[config.mk]
export PLATFORM = sky130hd
export DESIGN_NAME = type_alu
export DESIGN_NICKNAME = d
export VERILOG_FILES = /design/src/rtl/type_alu_pkg.sv /design/src/rtl/type_alu_decode.sv /design/src/rtl/type_alu_shift.sv /design/src/rtl/type_alu_exec.sv /design/src/rtl/type_alu_zflag.sv /design/src/rtl/type_alu.sv
export SDC_FILE = /design/constraint.sdc
export NUM_CORES = 1
export LEC_CHECK = 0
export BUFFER_PORTS_ARGS = -buffer_cell sky130_fd_sc_hd__buf_2
export CAP_MARGIN = 25
export CORE_AREA = 2 2 132 185
export CTS_CLUSTER_SIZE = 16
export DETAILED_ROUTE_END_ITERATION = 12
export DIE_AREA = 0 0 134 187
export GPL_TIMING_DRIVEN = 1
export PLACE_DENSITY_LB_ADDON = 0.3
export SLEW_MARGIN = 15
export SYNTH_ARGS = -nofsm -noshare
export SYNTH_HDL_FRONTEND = slang
export SYNTH_SLANG_ARGS = --single-unit
[constraint.sdc]
create_clock -name clk -period 8 [get_ports clk]
set_clock_uncertainty 0.05 [all_clocks]
set_input_delay 0.4 -clock clk [delete_from_list [all_inputs] [get_ports clk]]
set_output_delay 0.4 -clock clk [all_outputs]
set_load 0.005 [all_outputs]
[src/rtl/type_alu_pkg.sv]
package type_alu_pkg;

  localparam int INSTR_W = 32;
  localparam int FUNC_LO = 27;
  localparam int IMM_W   = 14;
  localparam int IMM_LO  = 3;
  localparam int SA_W    = 5;
  localparam int SA_LO   = 7;
  localparam int TYPE_LO = 1;

  typedef enum logic [1:0] {
    TY_REG = 2'b00,
    TY_JMP = 2'b01,
    TY_IMM = 2'b10,
    TY_SHF = 2'b11
  } itype_e;

  typedef enum logic [2:0] {
    OP_AND,
    OP_ADD,
    OP_SUB,
    OP_SHL,
    OP_SHR,
    OP_NONE
  } aluop_e;

  typedef enum logic [1:0] {
    FL_HOLD,
    FL_ZERO,
    FL_LESS
  } flmode_e;

  typedef struct packed {
    aluop_e  op;
    flmode_e fl;
    logic    illegal;
    logic    beq;
  } ctrl_t;

endpackage

[src/rtl/type_alu_decode.sv]
module type_alu_decode
  import type_alu_pkg::*;
#(
  parameter int XLEN = 32
) (
  input  logic [INSTR_W-1:0] instr,
  input  logic [XLEN-1:0]    rs2_val,
  input  logic [XLEN-1:0]    rd_val,
  output ctrl_t              ctrl,
  output logic [XLEN-1:0]    opb
);

  localparam int IMM_PAD = XLEN - IMM_W;
  localparam int SA_PAD  = XLEN - SA_W;

  logic [4:0]       func;
  itype_e           ity;
  logic [IMM_W-1:0] imm;
  logic [XLEN-1:0]  imm_z;
  logic [XLEN-1:0]  imm_s;
  logic [XLEN-1:0]  sa_z;

  assign func  = instr[FUNC_LO +: 5];
  assign ity   = itype_e'(instr[TYPE_LO +: 2]);
  assign imm   = instr[IMM_LO +: IMM_W];
  assign imm_z = {{IMM_PAD{1'b0}}, imm};
  assign imm_s = {{IMM_PAD{imm[IMM_W-1]}}, imm};
  assign sa_z  = {{SA_PAD{1'b0}}, instr[SA_LO +: SA_W]};

  always_comb begin
    ctrl = '{op: OP_NONE, fl: FL_HOLD, illegal: 1'b0, beq: 1'b0};
    opb  = rs2_val;
    unique case (ity)
      TY_REG: begin
        ctrl.fl = FL_ZERO;
        case (func)
          5'd0: ctrl.op = OP_AND;
          5'd1: ctrl.op = OP_ADD;
          5'd2: ctrl.op = OP_SUB;
          5'd3: begin
            ctrl.op = OP_SUB;
            ctrl.fl = FL_LESS;
          end
          default: begin
            ctrl.fl      = FL_HOLD;
            ctrl.illegal = 1'b1;
          end
        endcase
      end
      TY_IMM: begin
        ctrl.fl = FL_ZERO;
        opb     = imm_s;
        case (func)
          5'd0: begin
            ctrl.op = OP_AND;
            opb     = imm_z;
          end
          5'd1, 5'd2, 5'd3: ctrl.op = OP_ADD;
          5'd4: begin
            ctrl.op  = OP_SUB;
            ctrl.beq = 1'b1;
            opb      = rd_val;
          end
          default: begin
            ctrl.fl      = FL_HOLD;
            ctrl.illegal = 1'b1;
          end
        endcase
      end
      TY_SHF: begin
        ctrl.fl = FL_ZERO;
        case (func)
          5'd0: begin
            ctrl.op = OP_SHL;
            opb     = sa_z;
          end
          5'd1: begin
            ctrl.op = OP_SHR;
            opb     = sa_z;
          end
          5'd2: ctrl.op = OP_SHL;
          5'd3: ctrl.op = OP_SHR;
          default: begin
            ctrl.fl      = FL_HOLD;
            ctrl.illegal = 1'b1;
          end
        endcase
      end
      default: begin
        ctrl.op = OP_NONE;
      end
    endcase
  end

endmodule

[src/rtl/type_alu_shift.sv]
module type_alu_shift #(
  parameter int XLEN = 32,
  localparam int SHW = $clog2(XLEN)
) (
  input  logic [XLEN-1:0] val,
  input  logic [SHW-1:0]  amt,
  input  logic            left,
  output logic [XLEN-1:0] out
);

  logic [XLEN-1:0] rin;
  logic [XLEN-1:0] stg [SHW+1];

  for (genvar i = 0; i < XLEN; i++) begin : g_rev_in
    assign rin[i] = left ? val[XLEN-1-i] : val[i];
  end

  assign stg[0] = rin;

  for (genvar s = 0; s < SHW; s++) begin : g_stage
    assign stg[s+1] = amt[s] ? (stg[s] >> (1 << s)) : stg[s];
  end

  for (genvar i = 0; i < XLEN; i++) begin : g_rev_out
    assign out[i] = left ? stg[SHW][XLEN-1-i] : stg[SHW][i];
  end

endmodule

[src/rtl/type_alu_exec.sv]
module type_alu_exec
  import type_alu_pkg::*;
#(
  parameter int XLEN = 32,
  localparam int SHW = $clog2(XLEN)
) (
  input  aluop_e          op,
  input  logic [XLEN-1:0] opa,
  input  logic [XLEN-1:0] opb,
  output logic [XLEN-1:0] res,
  output logic            less
);

  logic [XLEN-1:0] sh_out;
  logic            sh_left;

  assign sh_left = (op == OP_SHL);

  type_alu_shift #(.XLEN(XLEN)) u_shift (
    .val  (opa),
    .amt  (opb[SHW-1:0]),
    .left (sh_left),
    .out  (sh_out)
  );

  assign less = $signed(opa) < $signed(opb);

  always_comb begin
    case (op)
      OP_AND:  res = opa & opb;
      OP_ADD:  res = opa + opb;
      OP_SUB:  res = opa - opb;
      OP_SHL,
      OP_SHR:  res = sh_out;
      default: res = '0;
    endcase
  end

endmodule

[src/rtl/type_alu_zflag.sv]
module type_alu_zflag
  import type_alu_pkg::*;
#(
  parameter int XLEN = 32
) (
  input  logic            clk,
  input  logic            rst,
  input  logic            en,
  input  flmode_e         mode,
  input  logic [XLEN-1:0] res,
  input  logic            less,
  output logic            flag
);

  always_ff @(posedge clk) begin
    if (rst) begin
      flag <= 1'b0;
    end else if (en) begin
      case (mode)
        FL_ZERO: flag <= (res == '0);
        FL_LESS: flag <= less;
        default: flag <= flag;
      endcase
    end
  end

endmodule

[src/rtl/type_alu.sv]
module type_alu
  import type_alu_pkg::*;
#(
  parameter int XLEN = 32
) (
  input  logic            clk,
  input  logic            rst,
  input  logic            op_valid,
  input  logic [31:0]     instr,
  input  logic [XLEN-1:0] rs1_val,
  input  logic [XLEN-1:0] rs2_val,
  input  logic [XLEN-1:0] rd_val,
  output logic [XLEN-1:0] result,
  output logic            zero_flag,
  output logic            branch_eq,
  output logic            illegal_op
);

  ctrl_t           ctrl;
  logic [XLEN-1:0] opb;
  logic            less;

  type_alu_decode #(.XLEN(XLEN)) u_dec (
    .instr   (instr),
    .rs2_val (rs2_val),
    .rd_val  (rd_val),
    .ctrl    (ctrl),
    .opb     (opb)
  );

  type_alu_exec #(.XLEN(XLEN)) u_exec (
    .op   (ctrl.op),
    .opa  (rs1_val),
    .opb  (opb),
    .res  (result),
    .less (less)
  );

  type_alu_zflag #(.XLEN(XLEN)) u_flag (
    .clk  (clk),
    .rst  (rst),
    .en   (op_valid),
    .mode (ctrl.fl),
    .res  (result),
    .less (less),
    .flag (zero_flag)
  );

  assign branch_eq  = ctrl.beq && (rs1_val == rd_val);
  assign illegal_op = ctrl.illegal;

endmodule

==> results of run 1 <==
## critical path, stage by stage
cell and delay [ps]:
buf_2 180, nor4_4 580, mux2i_1 230, nor2_4 130
buf_4 290, nand2_1 300, inv_1 190, ha_1 190
inv_1 60, fa_1 430, nor2b_1 170, o21ai_0 250
a21boi_0 270, a2111oi_4 470, o31ai_1 270, a311o_1 430
xnor2_1 170, nor2_1 50, or4_1 550, or4_1 500
nor4_2 290, nand4_1 210, o21ai_1 160
## layer usage
layer	global-route usage [%]	share of wire, %
met5	0	0
met1	43.60	38
met3	3.957	8.3
met4	20.54	7.4
met2	58.26	46
## layout make-up
| cell class | count | share of cell area [%] |
|---|---|---|
| multi-input combinational | 1099 | 82.71 |
| timing repair buffer | 174 | 10.12 |
| inverter | 64 | 2.656 |
| tap | 310 | 4.288 |
| sequential | 1 | 0.2213 |
## worst min-delay path by stage
stage                        endpoint  slack, ps  cells past startpoint
after floorplan           u_flag.flag        500                      2
after detailed placement  u_flag.flag        530                      3
final                     u_flag.flag        530                      3
after global placement    u_flag.flag        520                      3
after CTS                 u_flag.flag        530                      3
after global routing      u_flag.flag        590                      3
## report_power, final
part / internal (mW) / switching [mW] / total [mW]
clock network: 0 / 0 / 0
registers: 0.00510 / 0.00000633 / 0.00510
logic: 0.282 / 0.570 / 0.852
## through the flow
stage          area, µm²  std cells  setup WS [ps]  util, %
2_1_floorplan       8089       1252           2263        -
3_3_place_gp        9036       1646           1335    38.36
3_5_place_dp        9036       1646           1263    38.36
4_1_cts             9036       1646           1244    38.36
5_1_grt             9046       1648          796.9    38.40
6_report            9046       1648           1080    38.40
## cell families (layout without fill, tap and decap cells)
kind of cell	count (synthesis)	in the layout	synth area share, %
XOR/XNOR	51	51	5.522
adder cells (fa/ha/maj)	69	69	10.86
buffers and inverters	152	238	7.548
AO/OA/AOI/OAI	415	415	35.96
multiplexers	65	65	8.074
flip-flops	1	1	0.2475
AND/OR/NAND/NOR	499	499	31.79
## placed cells by master, fill, tap and decap left out, types with 38 or more instances in the layout
master / Yosys / routed
nand4_1: 38 / 38
buf_2: 26 / 155
nand3_1: 106 / 106
nand2_1: 103 / 103
inv_1: 62 / 62
nor2_1: 110 / 110
xnor2_1: 44 / 44
ha_1: 67 / 67
a21oi_1: 80 / 80
mux2i_1: 63 / 63
o21ai_0: 91 / 91
==> reports/qor.txt, run 1 <==
====================================================================================
Worst-case vdd ir drop ................................................   0.03925 mV
Reg-to-reg endpoint ...................................................  u_flag.flag
Multi-input logic area ................................................     7482 µm²
Power density over cell area .......................................... 94.73 nW/µm²
Slew @ Worst Pin ......................................................      1126 ps
Initial cell density of the core ......................................       34.34%
Arrival time at the worst endpoint ....................................      6800 ps
Via count of the first global-routing pass ............................        10199
Count of instances resized after the clock tree is built ..............            0
Standard cell core area ...............................................    23560 µm²
Antenna violations before repair ......................................            0
Seq cells post-synth ..................................................            1
Dominant cell by count in the synthesized netlist .....................       nor2_1
Required time worst endpoint ..........................................      7880 ps
Worst slew margin relative to its limit ...............................       24.37%
End point of the critical path ........................................  u_flag.flag
Die H .................................................................       187 µm
Unrepaired setup endpoints after global routing .......................        false
Setup repair bufs after CTS ...........................................            0
RR Startpoint .........................................................  u_flag.flag
Worst Hold Launch .....................................................  u_flag.flag
Number of buffer cells added on primary ports .........................          154
Clk_lat worst skew ....................................................         0 ps
Tot GR Track Use ......................................................       35.16%
Post-Syn Nets .........................................................         1452
Run status ............................................................ complete, no violations
Critical Path Source ..................................................    instr[28]
Router iterations before antenna repair ...............................            7
Congestion Overflow GR ................................................            0
Final Max Slew Viols ..................................................            0
Horizontal die dimension ..............................................       134 µm
Area taken by flip-flops and latches ..................................    20.02 µm²
Share of final-layout standard cells stronger than drive strength 1 ...       16.07%
Final-layout setup total negative slack ...............................         0 ps
Share of synthesized registers carrying an async set or reset .........           0%
Final GP Congestion ...................................................        1.078
Maximum number of pins on one net before global-route repair ..........           43
Average size of a mapped cell .........................................    6.461 µm²
Most used flip-flop cell after synthesis ..............................      dfxtp_1
Leading cell types by count after synthesis ........................... 110 x nor2_1, 106 x nand3_1, 103 x nand2_1
Remaining number of nets flagged by the antenna check after routing ...            0
Cell Rows .............................................................           67
Number of setup violations in the final report ........................            0
Final routed DRC violation total ......................................            0
CP Capture Type .......................................................    flip-flop
Cell type contributing the most total cell area after synthesis .......         ha_1
Post-synthesis instance area ..........................................     8089 µm²
Worst hold-check slack ................................................     531.4 ps
Total chip power ......................................................     857.0 µW
Global-route wire length before repair ................................     66.63 mm
Number of cell instances on the worst register-to-register path .......            5
Number of hold-slack violations in the final timing report ............            0
Largest register FFs ..................................................            1
Max-Cap Viols .........................................................            0
I/O pin count .........................................................          166
Setup slack of the worst register-to-register path ....................      6540 ps
Final critical-path required period ...................................      6920 ps
Vias post-DR ..........................................................        10944
Maximum fanout along the worst path ...................................           27
Total of warnings raised by yosys .....................................            0
Fillcell total ........................................................         2573
Number of buffers inserted for hold repair after clock tree synthesis .            0
Fraction of post-synthesis cell area in the top cell type by area .....       10.36%
Largest registers ..................................................... u_flag.flag x1
Share of the clock period used by the worst path ......................       86.50%
Leakage power .........................................................     3.918 nW
Average wire length per cell after detail routing .....................     27.80 µm
ANT cells .............................................................            0
Number of DRC markers after the initial detailed-route iteration ......         1350
Reg clk slew, reported paths ..........................................         0 ps
Maximum clock rate ....................................................   0.1445 GHz
Post-detailed-route via-to-cell ratio .................................        6.641
CP Class ..............................................................       in2reg
Final WL ..............................................................     45.82 mm
Sort of element at the start of the critical path .....................   input port
Number of synthesized flops with an enable pin ........................            0
Final-stage net count .................................................         1540
Number of standard cells after synthesis ..............................         1252
HPWL after detailed placement .........................................     36.46 mm
Area overhead of the layout relative to synthesis .....................       11.83%
Class of the most critical hold timing path ...........................      reg2reg
Largest register by flop count ........................................  u_flag.flag
Floorplan die area ....................................................    25060 µm²
Share of the yosys chip area belonging to registers ...................      0.2475%
Cell variety after synth ..............................................           92
Top cells by area, synth .............................................. ha_1 10%, mux2i_1 7.8%, nand3_1 6.6%
====================================================================================
Note: power is estimated with default switching activity, not from simulation.
==> run 2: changes to the inputs <==
CORE_AREA = 2 2 143 200   (was 2 2 132 185)
DIE_AREA = 0 0 145 202   (was 0 0 134 187)
SYNTH_HIERARCHICAL = 1   (was not set)
clock period = 6.7 ns   (was 8 ns; I/O delays follow)
==> reports/qor.txt, run 2 <==
=====================================================================================
Fillcell total .........................................................         2971
Maximum fanout along the worst path ....................................           21
Worst slew margin relative to its limit ................................       41.39%
Worst Hold Launch ......................................................  u_flag/flag
Slew @ Worst Pin .......................................................     879.1 ps
Post-Syn Nets ..........................................................         1514
Antenna violations before repair .......................................            0
Number of synthesized flops with an enable pin .........................            0
Final-stage net count ..................................................         1604
Least setup slack across all paths after layout ........................     560.5 ps
I/O pin count ..........................................................          166
Final critical-path required period ....................................      6140 ps
Run status ............................................................. complete, no violations
Share of the clock period used by the worst path .......................       91.63%
Number of standard cells after synthesis ...............................         1315
Most used flip-flop cell after synthesis ...............................      dfxtp_1
Share of synthesized registers carrying an async set or reset ..........           0%
Largest registers ...................................................... u_flag/flag x1
ANT cells ..............................................................            0
Horizontal die dimension ...............................................       145 µm
Tot GR Track Use .......................................................       30.10%
Fraction of post-synthesis cell area in the top cell type by area ......       8.693%
Setup slack of the worst register-to-register path .....................      5760 ps
Post-synthesis instance area ...........................................     9499 µm²
Floorplan die area .....................................................    29290 µm²
Average wire length per cell after detail routing ......................     26.31 µm
Setup repair bufs after CTS ............................................            0
Maximum clock rate .....................................................   0.1629 GHz
Remaining number of nets flagged by the antenna check after routing ....            0
Cell type contributing the most total cell area after synthesis ........         ha_1
Via count of the first global-routing pass .............................        11210
Max-Cap Viols ..........................................................            0
Global-route wire length before repair .................................     69.18 mm
Arrival time at the worst endpoint .....................................      6000 ps
CP Class ...............................................................       in2reg
Maximum number of pins on one net before global-route repair ...........           53
Top cells by area, synth ............................................... ha_1 8.7%, mux2i_1 6.8%, mux4_2 5.7%
Congestion Overflow GR .................................................            0
Post-detailed-route via-to-cell ratio ..................................        6.594
Sort of element at the start of the critical path ......................   input port
Largest register FFs ...................................................            1
Area overhead of the layout relative to synthesis ......................       10.50%
Total of warnings raised by yosys ......................................            6
Share of the yosys chip area belonging to registers ....................      0.2107%
Critical Path Source ...................................................    instr[31]
Number of setup violations in the final report .........................            0
Final routed DRC violation total .......................................            0
Most frequent standard cell in the layout excluding fill and tap cells .        buf_2
Final Max Slew Viols ...................................................            0
Seq cells post-synth ...................................................            1
Die H ..................................................................       202 µm
Average size of a mapped cell ..........................................    7.224 µm²
Final WL ...............................................................     46.65 mm
Final-layout setup total negative slack ................................         0 ps
HPWL after detailed placement ..........................................     37.77 mm
Final GP Congestion ....................................................        1.027
Class of the most critical hold timing path ............................      reg2reg
Number of buffer cells added on primary ports ..........................          154
Power density over cell area ........................................... 112.7 nW/µm²
Cell variety after synth ...............................................          104
Worst-case vdd ir drop .................................................   0.04380 mV
Multi-input logic area .................................................     8632 µm²
Number of DRC markers after the initial detailed-route iteration .......         1354
CP Capture Type ........................................................    flip-flop
Standard cell core area ................................................    27480 µm²
Share of final-layout standard cells stronger than drive strength 1 ....       22.17%
Number of hold-slack violations in the final timing report .............            0
Router iterations before antenna repair ................................            7
Clk_lat worst skew .....................................................         0 ps
Post-route core utilization ............................................       38.20%
Worst Setup Slack post-DPL .............................................     822.7 ps
Number of buffers inserted for hold repair after clock tree synthesis ..            0
Initial cell density of the core .......................................       34.57%
Cell Rows ..............................................................           72
Reg clk slew, reported paths ...........................................         0 ps
Dominant cell by count in the synthesized netlist ......................       nor2_1
RR Startpoint ..........................................................  u_flag/flag
Leakage power ..........................................................     4.349 nW
Commonest cells after routing, fill and taps aside ..................... 154 x buf_2, 106 x nor2_1, 105 x a21oi_1
Required time worst endpoint ...........................................      6560 ps
Worst hold-check slack .................................................     531.7 ps
Count of instances resized after the clock tree is built ...............            0
Unrepaired setup endpoints after global routing ........................        false
Vias post-DR ...........................................................        11692
Area taken by flip-flops and latches ...................................    20.02 µm²
Leading cell types by count after synthesis ............................ 106 x nor2_1, 105 x a21oi_1, 97 x nand2_1
Largest register by flop count .........................................  u_flag/flag
=====================================================================================
## run 2: layer usage
metal | vias up | part of all wire, % | global-route usage [%]
met5 | - | 0 | 0
met4 | 0 | 7.1 | 17.54
met3 | 125 | 6.7 | 2.889
met2 | 620 | 47 | 52.16
met1 | 5686 | 39 | 36.23
li1 | 5261 | - | -
## run 2: final timing paths
| check | to | cells after the start |
|---|---|---|
| hold / removal | u_flag/flag | 4 |
| setup reg to reg | u_flag/flag | 4 |
| hold reg to reg | u_flag/flag | 4 |
| setup / recovery | u_flag/flag | 17 |
## run 2: where the power goes
part | internal [mW] | switching, mW | total, mW
combinational | 0.422 | 0.754 | 1.18
clock | 0 | 0 | 0
sequential | 0.00629 | 0.0000756 | 0.00636
## run 2: layout make-up
type / count / share of cell area [%]
repair buffers: 194 / 10.51
well taps: 370 / 4.411
multi-input cells: 1134 / 82.24
inverters: 74 / 2.646
flip-flops and latches: 1 / 0.1907
## run 2: cells by family (layout without fill, tap and decap cells)
kind of cell / after synthesis / in the layout / share of synthesized area, %
adder cells (fa/ha/maj): 68 / 68 / 9.115
flip-flops: 1 / 1 / 0.2108
multiplexers: 127 / 127 / 18.39
XOR/XNOR: 33 / 33 / 3.240
buffers and inverters: 180 / 268 / 9.075
AO/OA/AOI/OAI: 507 / 507 / 38.82
AND/OR/NAND/NOR: 399 / 399 / 21.15
## run 2: per-stage QoR
step	cells	power [mW]	instance area, µm²
global route	1773	1.252	10500
finish	1773	1.182	10500
detailed placement	1773	1.147	10500
global placement	1772	1.146	10480
floorplan	1315	0.7531	9499
CTS	1773	1.151	10500
## run 2: critical path, stage by stage
cell     delay (ps)
buf_2           160
or4_1           810
o32ai_1         370
a211o_2         470
inv_1           160
fa_1            510
o21ba_2         250
nor4_1          470
o31a_1          280
o311a_1         260
nor2_1           80
o21ai_0         500
o211a_1         210
nor2_1           80
nor4_2          500
nand4_1         290
o31ai_2         260
